### src/rtl/ipi_dest_pkg.sv
package ipi_dest_pkg;
  typedef enum logic [1:0] {
    SH_NONE   = 2'd0,
    SH_SELF   = 2'd1,
    SH_ALL    = 2'd2,
    SH_OTHERS = 2'd3
  } shorthand_e;

  typedef enum logic [1:0] {
    FMT_FLAT    = 2'd0,
    FMT_CLUSTER = 2'd1,
    FMT_INVALID = 2'd2
  } addr_fmt_e;
endpackage

### src/rtl/ipi_fmt_decode.sv
module ipi_fmt_decode
  import ipi_dest_pkg::*;
#(
  parameter int REG_W  = 32,
  parameter int HEAD_W = 4
) (
  input  logic [REG_W-1:0] fmt_reg,
  output addr_fmt_e        fmt
);
  localparam int TAIL_W = REG_W - HEAD_W;
  localparam logic [REG_W-1:0] FLAT_CODE    = {REG_W{1'b1}};
  localparam logic [REG_W-1:0] CLUSTER_CODE = {{HEAD_W{1'b0}}, {TAIL_W{1'b1}}};

  always_comb begin
    if (fmt_reg == FLAT_CODE)         fmt = FMT_FLAT;
    else if (fmt_reg == CLUSTER_CODE) fmt = FMT_CLUSTER;
    else                              fmt = FMT_INVALID;
  end
endmodule

### src/rtl/ipi_phys_cmp.sv
module ipi_phys_cmp #(
  parameter int ID_W = 8
) (
  input  logic [ID_W-1:0] unit_id,
  input  logic [ID_W-1:0] dest,
  output logic            match
);
  localparam logic [ID_W-1:0] BCAST = {ID_W{1'b1}};

  logic is_bcast;
  logic is_equal;

  assign is_bcast = (dest == BCAST);
  assign is_equal = (dest == unit_id);
  assign match    = is_bcast | is_equal;
endmodule

### src/rtl/ipi_logic_cmp.sv
module ipi_logic_cmp
  import ipi_dest_pkg::*;
#(
  parameter int ID_W  = 8,
  parameter int GRP_W = 4
) (
  input  logic [ID_W-1:0] logical_id,
  input  logic [ID_W-1:0] dest,
  input  addr_fmt_e       fmt,
  output logic            match
);
  localparam int MEM_W = ID_W - GRP_W;

  logic flat_hit;
  logic cluster_hit;
  logic grp_equal;
  logic [MEM_W-1:0] member_and;

  assign flat_hit = |(logical_id & dest);

  generate
    if (GRP_W > 0) begin : g_grouped
      assign grp_equal = (logical_id[ID_W-1:MEM_W] == dest[ID_W-1:MEM_W]);
    end else begin : g_ungrouped
      assign grp_equal = 1'b1;
    end
  endgenerate

  assign member_and  = logical_id[MEM_W-1:0] & dest[MEM_W-1:0];
  assign cluster_hit = grp_equal & (|member_and);

  always_comb begin
    unique case (fmt)
      FMT_FLAT:    match = flat_hit;
      FMT_CLUSTER: match = cluster_hit;
      default:     match = 1'b0;
    endcase
  end
endmodule

### src/rtl/ipi_dest_match.sv
module ipi_dest_match
  import ipi_dest_pkg::*;
#(
  parameter int ID_W   = 8,
  parameter int REG_W  = 32,
  parameter int GRP_W  = 4,
  parameter int HEAD_W = 4
) (
  input  logic             clk,
  input  logic             rst_n,
  input  logic             req_valid,
  input  logic [1:0]       sh_code,
  input  logic             logical_mode,
  input  logic [ID_W-1:0]  dest_field,
  input  logic             is_sender,
  input  logic [REG_W-1:0] id_reg,
  input  logic [REG_W-1:0] ldr_reg,
  input  logic [REG_W-1:0] fmt_reg,
  output logic             hit,
  output logic             fmt_fault
);
  localparam int ID_LSB = REG_W - ID_W;

  shorthand_e sh;
  addr_fmt_e  fmt;
  logic       phys_hit;
  logic       logic_hit;
  logic       addressed_hit;
  logic       fault_now;

  assign sh = shorthand_e'(sh_code);

  ipi_fmt_decode #(.REG_W(REG_W), .HEAD_W(HEAD_W)) u_fmt (
    .fmt_reg (fmt_reg),
    .fmt     (fmt)
  );

  ipi_phys_cmp #(.ID_W(ID_W)) u_phys (
    .unit_id (id_reg[REG_W-1:ID_LSB]),
    .dest    (dest_field),
    .match   (phys_hit)
  );

  ipi_logic_cmp #(.ID_W(ID_W), .GRP_W(GRP_W)) u_logic (
    .logical_id (ldr_reg[REG_W-1:ID_LSB]),
    .dest       (dest_field),
    .fmt        (fmt),
    .match      (logic_hit)
  );

  assign addressed_hit = logical_mode ? logic_hit : phys_hit;

  always_comb begin
    unique case (sh)
      SH_NONE:   hit = addressed_hit;
      SH_SELF:   hit = is_sender;
      SH_ALL:    hit = 1'b1;
      SH_OTHERS: hit = ~is_sender;
      default:   hit = 1'b0;
    endcase
  end

  assign fault_now = req_valid && (sh == SH_NONE) && logical_mode &&
                     (fmt == FMT_INVALID);

  always_ff @(posedge clk or negedge rst_n) begin
    if (!rst_n) fmt_fault <= 1'b0;
    else        fmt_fault <= fault_now;
  end

  a_r3_all_always_hits: assert property (@(posedge clk) disable iff (!rst_n)
    (sh_code == 2'd2) |-> hit);

  a_r2_self_needs_sender: assert property (@(posedge clk) disable iff (!rst_n)
    (sh_code == 2'd1 && !is_sender) |-> !hit);

  a_r4_others_skip_sender: assert property (@(posedge clk) disable iff (!rst_n)
    (sh_code == 2'd3 && is_sender) |-> !hit);

  a_r5_bcast_hits: assert property (@(posedge clk) disable iff (!rst_n)
    (sh_code == 2'd0 && !logical_mode && dest_field == {ID_W{1'b1}}) |-> hit);

  a_r9_invalid_fmt_no_hit: assert property (@(posedge clk) disable iff (!rst_n)
    (sh_code == 2'd0 && logical_mode && fmt_reg != {REG_W{1'b1}} &&
     fmt_reg != {{HEAD_W{1'b0}}, {(REG_W-HEAD_W){1'b1}}}) |-> !hit);

  a_r10_fault_needs_request: assert property (@(posedge clk) disable iff (!rst_n)
    fmt_fault |-> $past(req_valid));

  a_r11_no_fault_outside_logical: assert property (@(posedge clk) disable iff (!rst_n)
    (req_valid && !(sh_code == 2'd0 && logical_mode)) |=> !fmt_fault);
endmodule

### config.mk
export PLATFORM = sky130hd
export DESIGN_NAME = ipi_dest_match
export DESIGN_NICKNAME = d
export VERILOG_FILES = /design/src/rtl/ipi_dest_pkg.sv /design/src/rtl/ipi_fmt_decode.sv /design/src/rtl/ipi_phys_cmp.sv /design/src/rtl/ipi_logic_cmp.sv /design/src/rtl/ipi_dest_match.sv
export SDC_FILE = /design/constraint.sdc
export NUM_CORES = 1
export LEC_CHECK = 0
export BUFFER_PORTS_ARGS = -buffer_cell sky130_fd_sc_hd__buf_2
export CAP_MARGIN = 5
export CORE_AREA = 3 3 49 51
export DETAILED_ROUTE_END_ITERATION = 10
export DIE_AREA = 0 0 52 54
export GPL_TIMING_DRIVEN = 0
export HOLD_SLACK_MARGIN = 0.08
export PLACE_DENSITY = 0.74
export SYNTH_ARGS = -nofsm -noshare
export SYNTH_HDL_FRONTEND = slang
export SYNTH_SLANG_ARGS = --single-unit
export TNS_END_PERCENT = 50
### constraint.sdc
create_clock -name clk -period 2 [get_ports clk]
set_input_delay 0.4 -clock clk [delete_from_list [all_inputs] [get_ports clk]]
set_output_delay 0.4 -clock clk [all_outputs]
set_load 0.005 [all_outputs]
======== Word level (Yosys, flattened, before mapping) ========
Index checks and enable logic that the tools add are counted.
cells by class
  bitwise operators ....................... 5
  multipliers ............................. 0
  equal/unequal tests ..................... 10
  reduce and logical (&&, ||, !) cells .... 7
  mux-type cells .......................... 5
  shift-type cells ........................ 0
  $add $sub $neg .......................... 0
  divide/modulo/power cells ............... 0
  magnitude comparators ................... 0
operator list
  kind                                                                count
  32-bit by 28-bit == test with 1-bit output (second input constant)  1
  32-bit == test (second input constant)                              1
  8-bit bitwise AND                                                   1
  8-bit == test                                                       1
  8-bit == test (second input constant)                               1
  8-bit OR reduction                                                  1
  2-bit == test (second input constant)                               3
  4-bit bitwise AND                                                   1
  2-bit by 1-bit == test with 1-bit output (second input constant)    2
  4-bit == test                                                       1
  2-bit logical NOT                                                   2
  2-bit 2-to-1 mux                                                    2
  1-bit one-hot mux with 4 select lines                               1
  4-bit OR reduction                                                  1
  1-bit logical AND                                                   3
  1-bit one-hot mux with 2 select lines                               1
  1-bit bitwise AND                                                   1
  1-bit 2-to-1 mux                                                    1
  1-bit inverter                                                      1
  1-bit OR                                                            1
storage, ports and cells
  output and inout port bits .............. 2
  bits in registers ....................... 1
  memory bits (writable) .................. 0
  memories ................................ 0
  bits in latches ......................... 0
  logic and storage cells ................. 28
  memory bits (read-only) ................. 0

======== Longest topological paths before layout ========
Gate-level depths: netlist of the first run.
  word-level depth ........................ 7
  gate-level depth with buffers ........... 5
  gate-level depth less buffers ........... 5

======== Cells and area by module ========
From an unflattened synthesis of the first run, not the netlist that was laid out.
second synthesis, totals
  cells, all modules ...................... 45
  area, all modules ....................... 362.8 um2
by module, submodules not included
  module          area an instance (um2)  instances  cells an instance
  ipi_logic_cmp   103.8                   1          11
  ipi_phys_cmp    101.3                   1          13
  ipi_fmt_decode  85.1                    1          13
  ipi_dest_match  72.6                    1          8

======== Least setup slack after synthesis of the first run ========
No wires, ideal clock.
  path type ............................... input to output
  start ................................... in dest_field[5]
  end ..................................... out hit
  stages .................................. 5
  arrival ................................. 1.390 ns
  buffers on the path ..................... 0
  required time ........................... 1.600 ns
  path slack .............................. 0.210 ns
  cells stage by stage .................... ha_1 -> nor4_1 -> a21oi_1 -> o2111ai_1 -> o311a_1
on the way
  word-level cells in the longest chain between the ends .. 5
  elaborated cells between the ends (all ways) .. 10
  those cells by class .................... 3 x eq/ne; 3 x mux; 3 x bitwise; 1 x reduce/logical
RTL lines
  item                                                     RTL line                                  source
  from (decl)                                              ipi_dest_match.sv:14                      input logic [ID_W-1:0] dest_field,
  4-bit == test or 8-bit bitwise AND (tied branches)       ipi_logic_cmp.sv:23, ipi_logic_cmp.sv:19
  1-bit bitwise AND or 8-bit OR reduction (tied branches)  ipi_logic_cmp.sv:30, ipi_logic_cmp.sv:19
  1-bit one-hot mux with 2 select lines                    ipi_logic_cmp.sv:33                       unique case (fmt)
  1-bit 2-to-1 mux (*)                                     ipi_dest_match.sv:51                      assign addressed_hit = logical_mode ? logic_hit : phys_hit;
  1-bit one-hot mux with 4 select lines (*)                ipi_dest_match.sv:54                      unique case (sh)
  to (decl)                                                ipi_dest_match.sv:19                      output logic hit,
Every way passes the cells marked *; elsewhere a longest branch is shown, timed or not.

======== Worst setup path after layout of the first run ========
  start ................................... in ldr_reg[31]
  end ..................................... out hit
on the way
  word-level cells in the longest chain between the ends .. 5
  elaborated cells between the ends (all ways) .. 7
  those cells by class .................... 1 x eq/ne; 3 x mux; 2 x bitwise; 1 x reduce/logical
RTL lines
  item                                                     RTL line                                  source
  from (decl)                                              ipi_dest_match.sv:17                      input logic [REG_W-1:0] ldr_reg,
  4-bit == test or 8-bit bitwise AND (tied branches)       ipi_logic_cmp.sv:23, ipi_logic_cmp.sv:19
  1-bit bitwise AND or 8-bit OR reduction (tied branches)  ipi_logic_cmp.sv:30, ipi_logic_cmp.sv:19
  1-bit one-hot mux with 2 select lines (*)                ipi_logic_cmp.sv:33
  1-bit 2-to-1 mux (*)                                     ipi_dest_match.sv:51
  1-bit one-hot mux with 4 select lines (*)                ipi_dest_match.sv:54
Marks and branches as above.

==> results of run 1 <==
## power by group
group / leakage, nW / switching (mW) / internal [mW]
sequential: 0.0137 / 0.0000969 / 0.0211
clock: 0 / 0 / 0
combinational: 0.392 / 0.0540 / 0.0813
## kinds of logic after synthesis
kind of cell | synth area share [%]
compound gates | 20.28
xor+xnor | 21.65
simple gates | 37.46
flops | 6.872
fa+ha+maj | 13.75
## cell usage in the layout (no fill, tap or decap), types with 2 or more instances in the layout
master and instances:
nor4_1 4, nand2_1 2, nor2_1 2, buf_2 59, ha_4 4, a21oi_1 2
buf_6 4, nand4_1 9, xor2_1 8
## metal layers
metal | part of all wire (%) | vias up | routed length (um)
met5 | 0 | - | 0
met4 | 0 | 0 | 0
li1 | - | 318 | -
met1 | 35 | 283 | 563
met2 | 55 | 33 | 883
met3 | 11 | 0 | 170
## worst paths after layout
check	slack, ns	to	cells past startpoint
worst max-delay path	0.03	hit	7
worst min-delay path	0.17	fmt_fault	1
max in group asynchronous	1.74	fmt_fault	1
min in group clk	0.66	fmt_fault	2
## area by class of cell
type	instances	area, um^2
multi-input combinational	43	404.1
tap	27	33.78
sequential	1	25.02
timing repair buffer	64	347.8
fill	218	1171
## worst max-delay path: cells and delay by family
| family | cells | cell delay (ns) |
|---|---|---|
| adder cells (fa/ha/maj) | 1 | 0.23 |
| AO/OA/AOI/OAI | 3 | 0.48 |
| AND/OR/NAND/NOR | 1 | 0.26 |
| buffers and inverters | 2 | 0.20 |
## repair_timing
item | CTS | global route
resized for setup | 6 | 7
setup endpoints to repair | 1 | 1
pin swaps | 4 | 6
==> flow_metrics.tcl, run 1 <==
set metrics [dict create \
    outcome "finished, final reports clean" \
    min_path_type "input pin to async pin" \
    min_period_ns 1.966 \
    slew_viol_final 0 \
    grt-busiest-layer "met2" \
    viasPerCell 4.696 \
    path_class "input pin to output port" \
    grt_use_total_pct 10.51 \
    final_nets 225 \
    hold_violations 0 \
    max_clock_freq_mhz 508.7 \
    drv_cap 0 \
    io_pins 113 \
    placementRows 16 \
    placed_cell_area_um2 718.2 \
    crit_path_start_kind "input pin" \
    largest_registers "fmt_fault (1)" \
    via_count 634 \
    die_h_um 54 \
    tns_ns 0 \
    slowest_stage "nor4_4" \
    clk_pin_slew_ns 0 \
    finalWirelength_mm 1.617 \
    synthFlopType "dfrtp_1" \
    die_w_um 52 \
    setup.worst_path.start "ldr_reg[31]" \
    drc_errors 0 \
    first_pass_iters 2 \
    crit_path_max_incr_delay_ns 0.26 \
    fin_ws_ns 0.03411 \
    hpwl_mm 1.490 \
    cp_data_required_time_ns 1.60 \
    seq_area_frac_synth_pct 6.873 \
    netlist_area_um2 364.1 \
    gr-usage-met1_pct 11.04 \
    post-route-period-util_pct 98.29 \
    ant_nets 0 \
    p_leak_nw 0.4053 \
    synth_edf_count 0 \
    numPortBuffers 64 \
    synth-seq-cells 1 \
    grt_pass1_vias 627 \
    worstPathArrival_ns 1.57 \
    largest_reg_flops 1 \
    grt_use_met3_pct 0.5540 \
    yosys.cell_types.count 19 \
    regMostFlops "fmt_fault" \
    cp_max_fo 1 \
    layout-drive-gt1-share_pct 64.81 \
    worst_slew_pin_slew_ns 0.3535 \
    cts.hold.buffers_added 0 \
    initial_core_util_pct 18.37 \
    async_reset_ff_share_pct 100.0 \
    end_kind "output port" \
    worstPathCellList "buf_6 > ha_4 > nor4_4 > a21oi_1 > o2111ai_1 > o311a_1 > buf_2" \
    synthTopCellsByArea "xor2_1 19%, nand4_1 15%, ha_1 14%" \
    finalInstanceArea_um2 810.8 \
    use_met2_pct 23.43 \
    report.final.setup_viol 0 \
    pre_cts_ws_ns -0.08112 \
    grt_pass1_wl_mm 2.359 \
    area_growth_pct 122.7 \
    rsz0062_at_grt "yes" \
    final_cells 135 \
    grt_max_degree 5 \
    syn_avg_cell_area_um2 8.275 \
    netlist_instances 44 \
    place_congestion 0.7251 \
    synth_commonest_cells "9 x nand4_1, 8 x xor2_1, 5 x nor4_1, 4 x ha_1" \
    diodes 0 \
    yosysTopAreaCell "xor2_1" \
    yosys.area.top_type_share_pct 19.24 \
    routedWlPerCell_um 11.98 \
    fin_hold_ws_ns 0.1750 \
    post-route-util_pct 40.91 \
    coreArea_mm2 0.001982 \
    maxSlewHeadroom_pct 76.22 \
    yosysMostFrequentCell "nand4_1" \
    post-cts-setup-buffers 0 \
    drtIter0Drc 2 \
    place_inst 135 \
    power_density_mw_per_mm2 193.1 \
    synth_warnings 0 \
    synth_nets 159 \
    overflow 0 \
    antenna_found_initial 0 \
    peakVddDrop_v 0.0001019 \
    die_area_mm2 0.002808 \
    total_power_mw 0.1565 \
]
Note: power is estimated with default switching activity, not from simulation.
==> run 2: changes to the inputs <==
CORE_AREA = 3 3 46 56   (was 3 3 49 51)
DIE_AREA = 0 0 49 59   (was 0 0 52 54)
PLACE_DENSITY = 0.72   (was 0.74)
==> run 2 against run 1 <==
- via count rose by 4.6%
- sequential share of layout area is essentially flat
- sequential power about the same
- combinational power about the same
==> flow_metrics.tcl, run 2 (synthesized netlist as in run 1, its figures left out) <==
set metrics [dict create \
    sw_frac_of_total_pct 36.13 \
    pwr-share-clk_pct 0 \
    drv_cap 0 \
    place_congestion 0.7274 \
    cts.hold.buffers_added 0 \
    initial_core_util_pct 17.38 \
    placementRows 18 \
    largest_reg_flops 1 \
    hpwl_mm 1.745 \
    layout-drive-gt1-share_pct 64.81 \
    outcome "finished, final reports clean" \
    fin_hold_ws_ns 0.1763 \
    clk_pin_slew_ns 0 \
    setup.worst_path.start "ldr_reg[28]" \
    peakVddDrop_v 0.00008215 \
    drtIter0Drc 6 \
    largest_registers "fmt_fault (1)" \
    viasPerCell 4.804 \
    report.final.setup_viol 0 \
    crit_path_start_kind "input pin" \
    overflow 0 \
    p_seq_share_pct 13.7 \
    worstPathArrival_ns 1.60 \
    routedWlPerCell_um 14.35 \
    path_class "input pin to output port" \
    power_switching_mw 0.05573 \
    endpoint "hit" \
    die_h_um 59 \
    die_area_mm2 0.002891 \
    slew_viol_final 0 \
    finalWirelength_mm 1.980 \
    post-route-util_pct 38.11 \
    final_nets 225 \
    cp_max_fo 1 \
    antenna_found_initial 0 \
    final_common_cell "buf_2" \
    via_count 663 \
    grt_use_total_pct 13.20 \
    drc_errors 0 \
    fin_ws_ns 0.001855 \
    grt_pass1_vias 691 \
    total_power_mw 0.1543 \
    min_period_ns 1.998 \
    p_leak_nw 0.4064 \
    max_clock_freq_mhz 500.5 \
    worst_slew_pin_slew_ns 0.3514 \
    diodes 0 \
    hold_violations 0 \
    maxSlewHeadroom_pct 76.35 \
    rsz0062_at_grt "yes" \
    first_pass_iters 2 \
    min_path_type "input pin to async pin" \
    cp_data_required_time_ns 1.60 \
    post-cts-setup-buffers 0 \
    die_w_um 49 \
    p_comb_share_pct 86.3 \
    post-route-period-util_pct 99.91 \
    grt_pass1_wl_mm 3.015 \
    layout_common_cells "60 x buf_2, 9 x nand4_1, 8 x xor2_1, 4 x nor4_1, 3 x ha_4" \
    numPortBuffers 64 \
    area_growth_pct 119.2 \
    end_kind "output port" \
    power.internal_mw 0.09853 \
    power_density_mw_per_mm2 193.2 \
    ant_nets 0 \
    coreArea_mm2 0.002095 \
    grt_max_degree 5 \
    regMostFlops "fmt_fault" \
    pre_cts_ws_ns -0.1310 \
    io_pins 113 \
    tns_ns 0 \
]
-- run 2: cell count changes in the layout (fill, tap and decap cells not counted), sizes merged --
cell,previous run,this run
clkbuf,1,0
buf,63,64
-- run 2: area by class of cell --
cell class                 count  area, um^2
fill                         231        1296
multi-input combinational     43       390.4
sequential                     1       25.02
tap                           30       37.54
timing repair buffer          64       345.3
-- run 2: how the worst min path moves through the flow --
stage / from / end / slack, ns / cells after the start
detailed placement: rst_n / fmt_fault / 0.18 / 1
CTS: rst_n / fmt_fault / 0.18 / 1
global route: rst_n / fmt_fault / 0.18 / 1
floorplan: rst_n / fmt_fault / 0.10 / 0
global placement: rst_n / fmt_fault / 0.18 / 1
finish: rst_n / fmt_fault / 0.18 / 1
-- run 2: through the flow --
step,cell area [um^2],cells
floorplan,364.1,44
global placement,721.9,138
detailed placement,721.9,138
CTS,794.5,138
global route,798.3,138
finish,798.3,138
-- run 2: repair_timing --
action,in CTS,in global routing
resized for setup,11,1
setup endpoints to repair,1,1
pin swaps,5,1
-- run 2: power by group through the flow --
stage               clock network [mW]  registers [mW]  logic (mW)
floorplan                            0          0.0213      0.0341
global placement                     0          0.0212       0.110
detailed placement                   0          0.0212       0.115
CTS                                  0          0.0212       0.131
global route                         0          0.0213       0.145
finish                               0          0.0212       0.133
-- run 2: metal layers --
metal	global-route usage [%]	wire [um]
met5	0	0
met4	1.220	17
met3	4.786	231
met2	28.74	1068
met1	11.66	662
-- run 2: worst max-delay path, stage by stage --
cell and delay, ns:
buf_6 0.10, ha_4 0.22, nor4_2 0.25, a21oi_1 0.10, o2111ai_1 0.21, o311a_1 0.20
buf_2 0.11
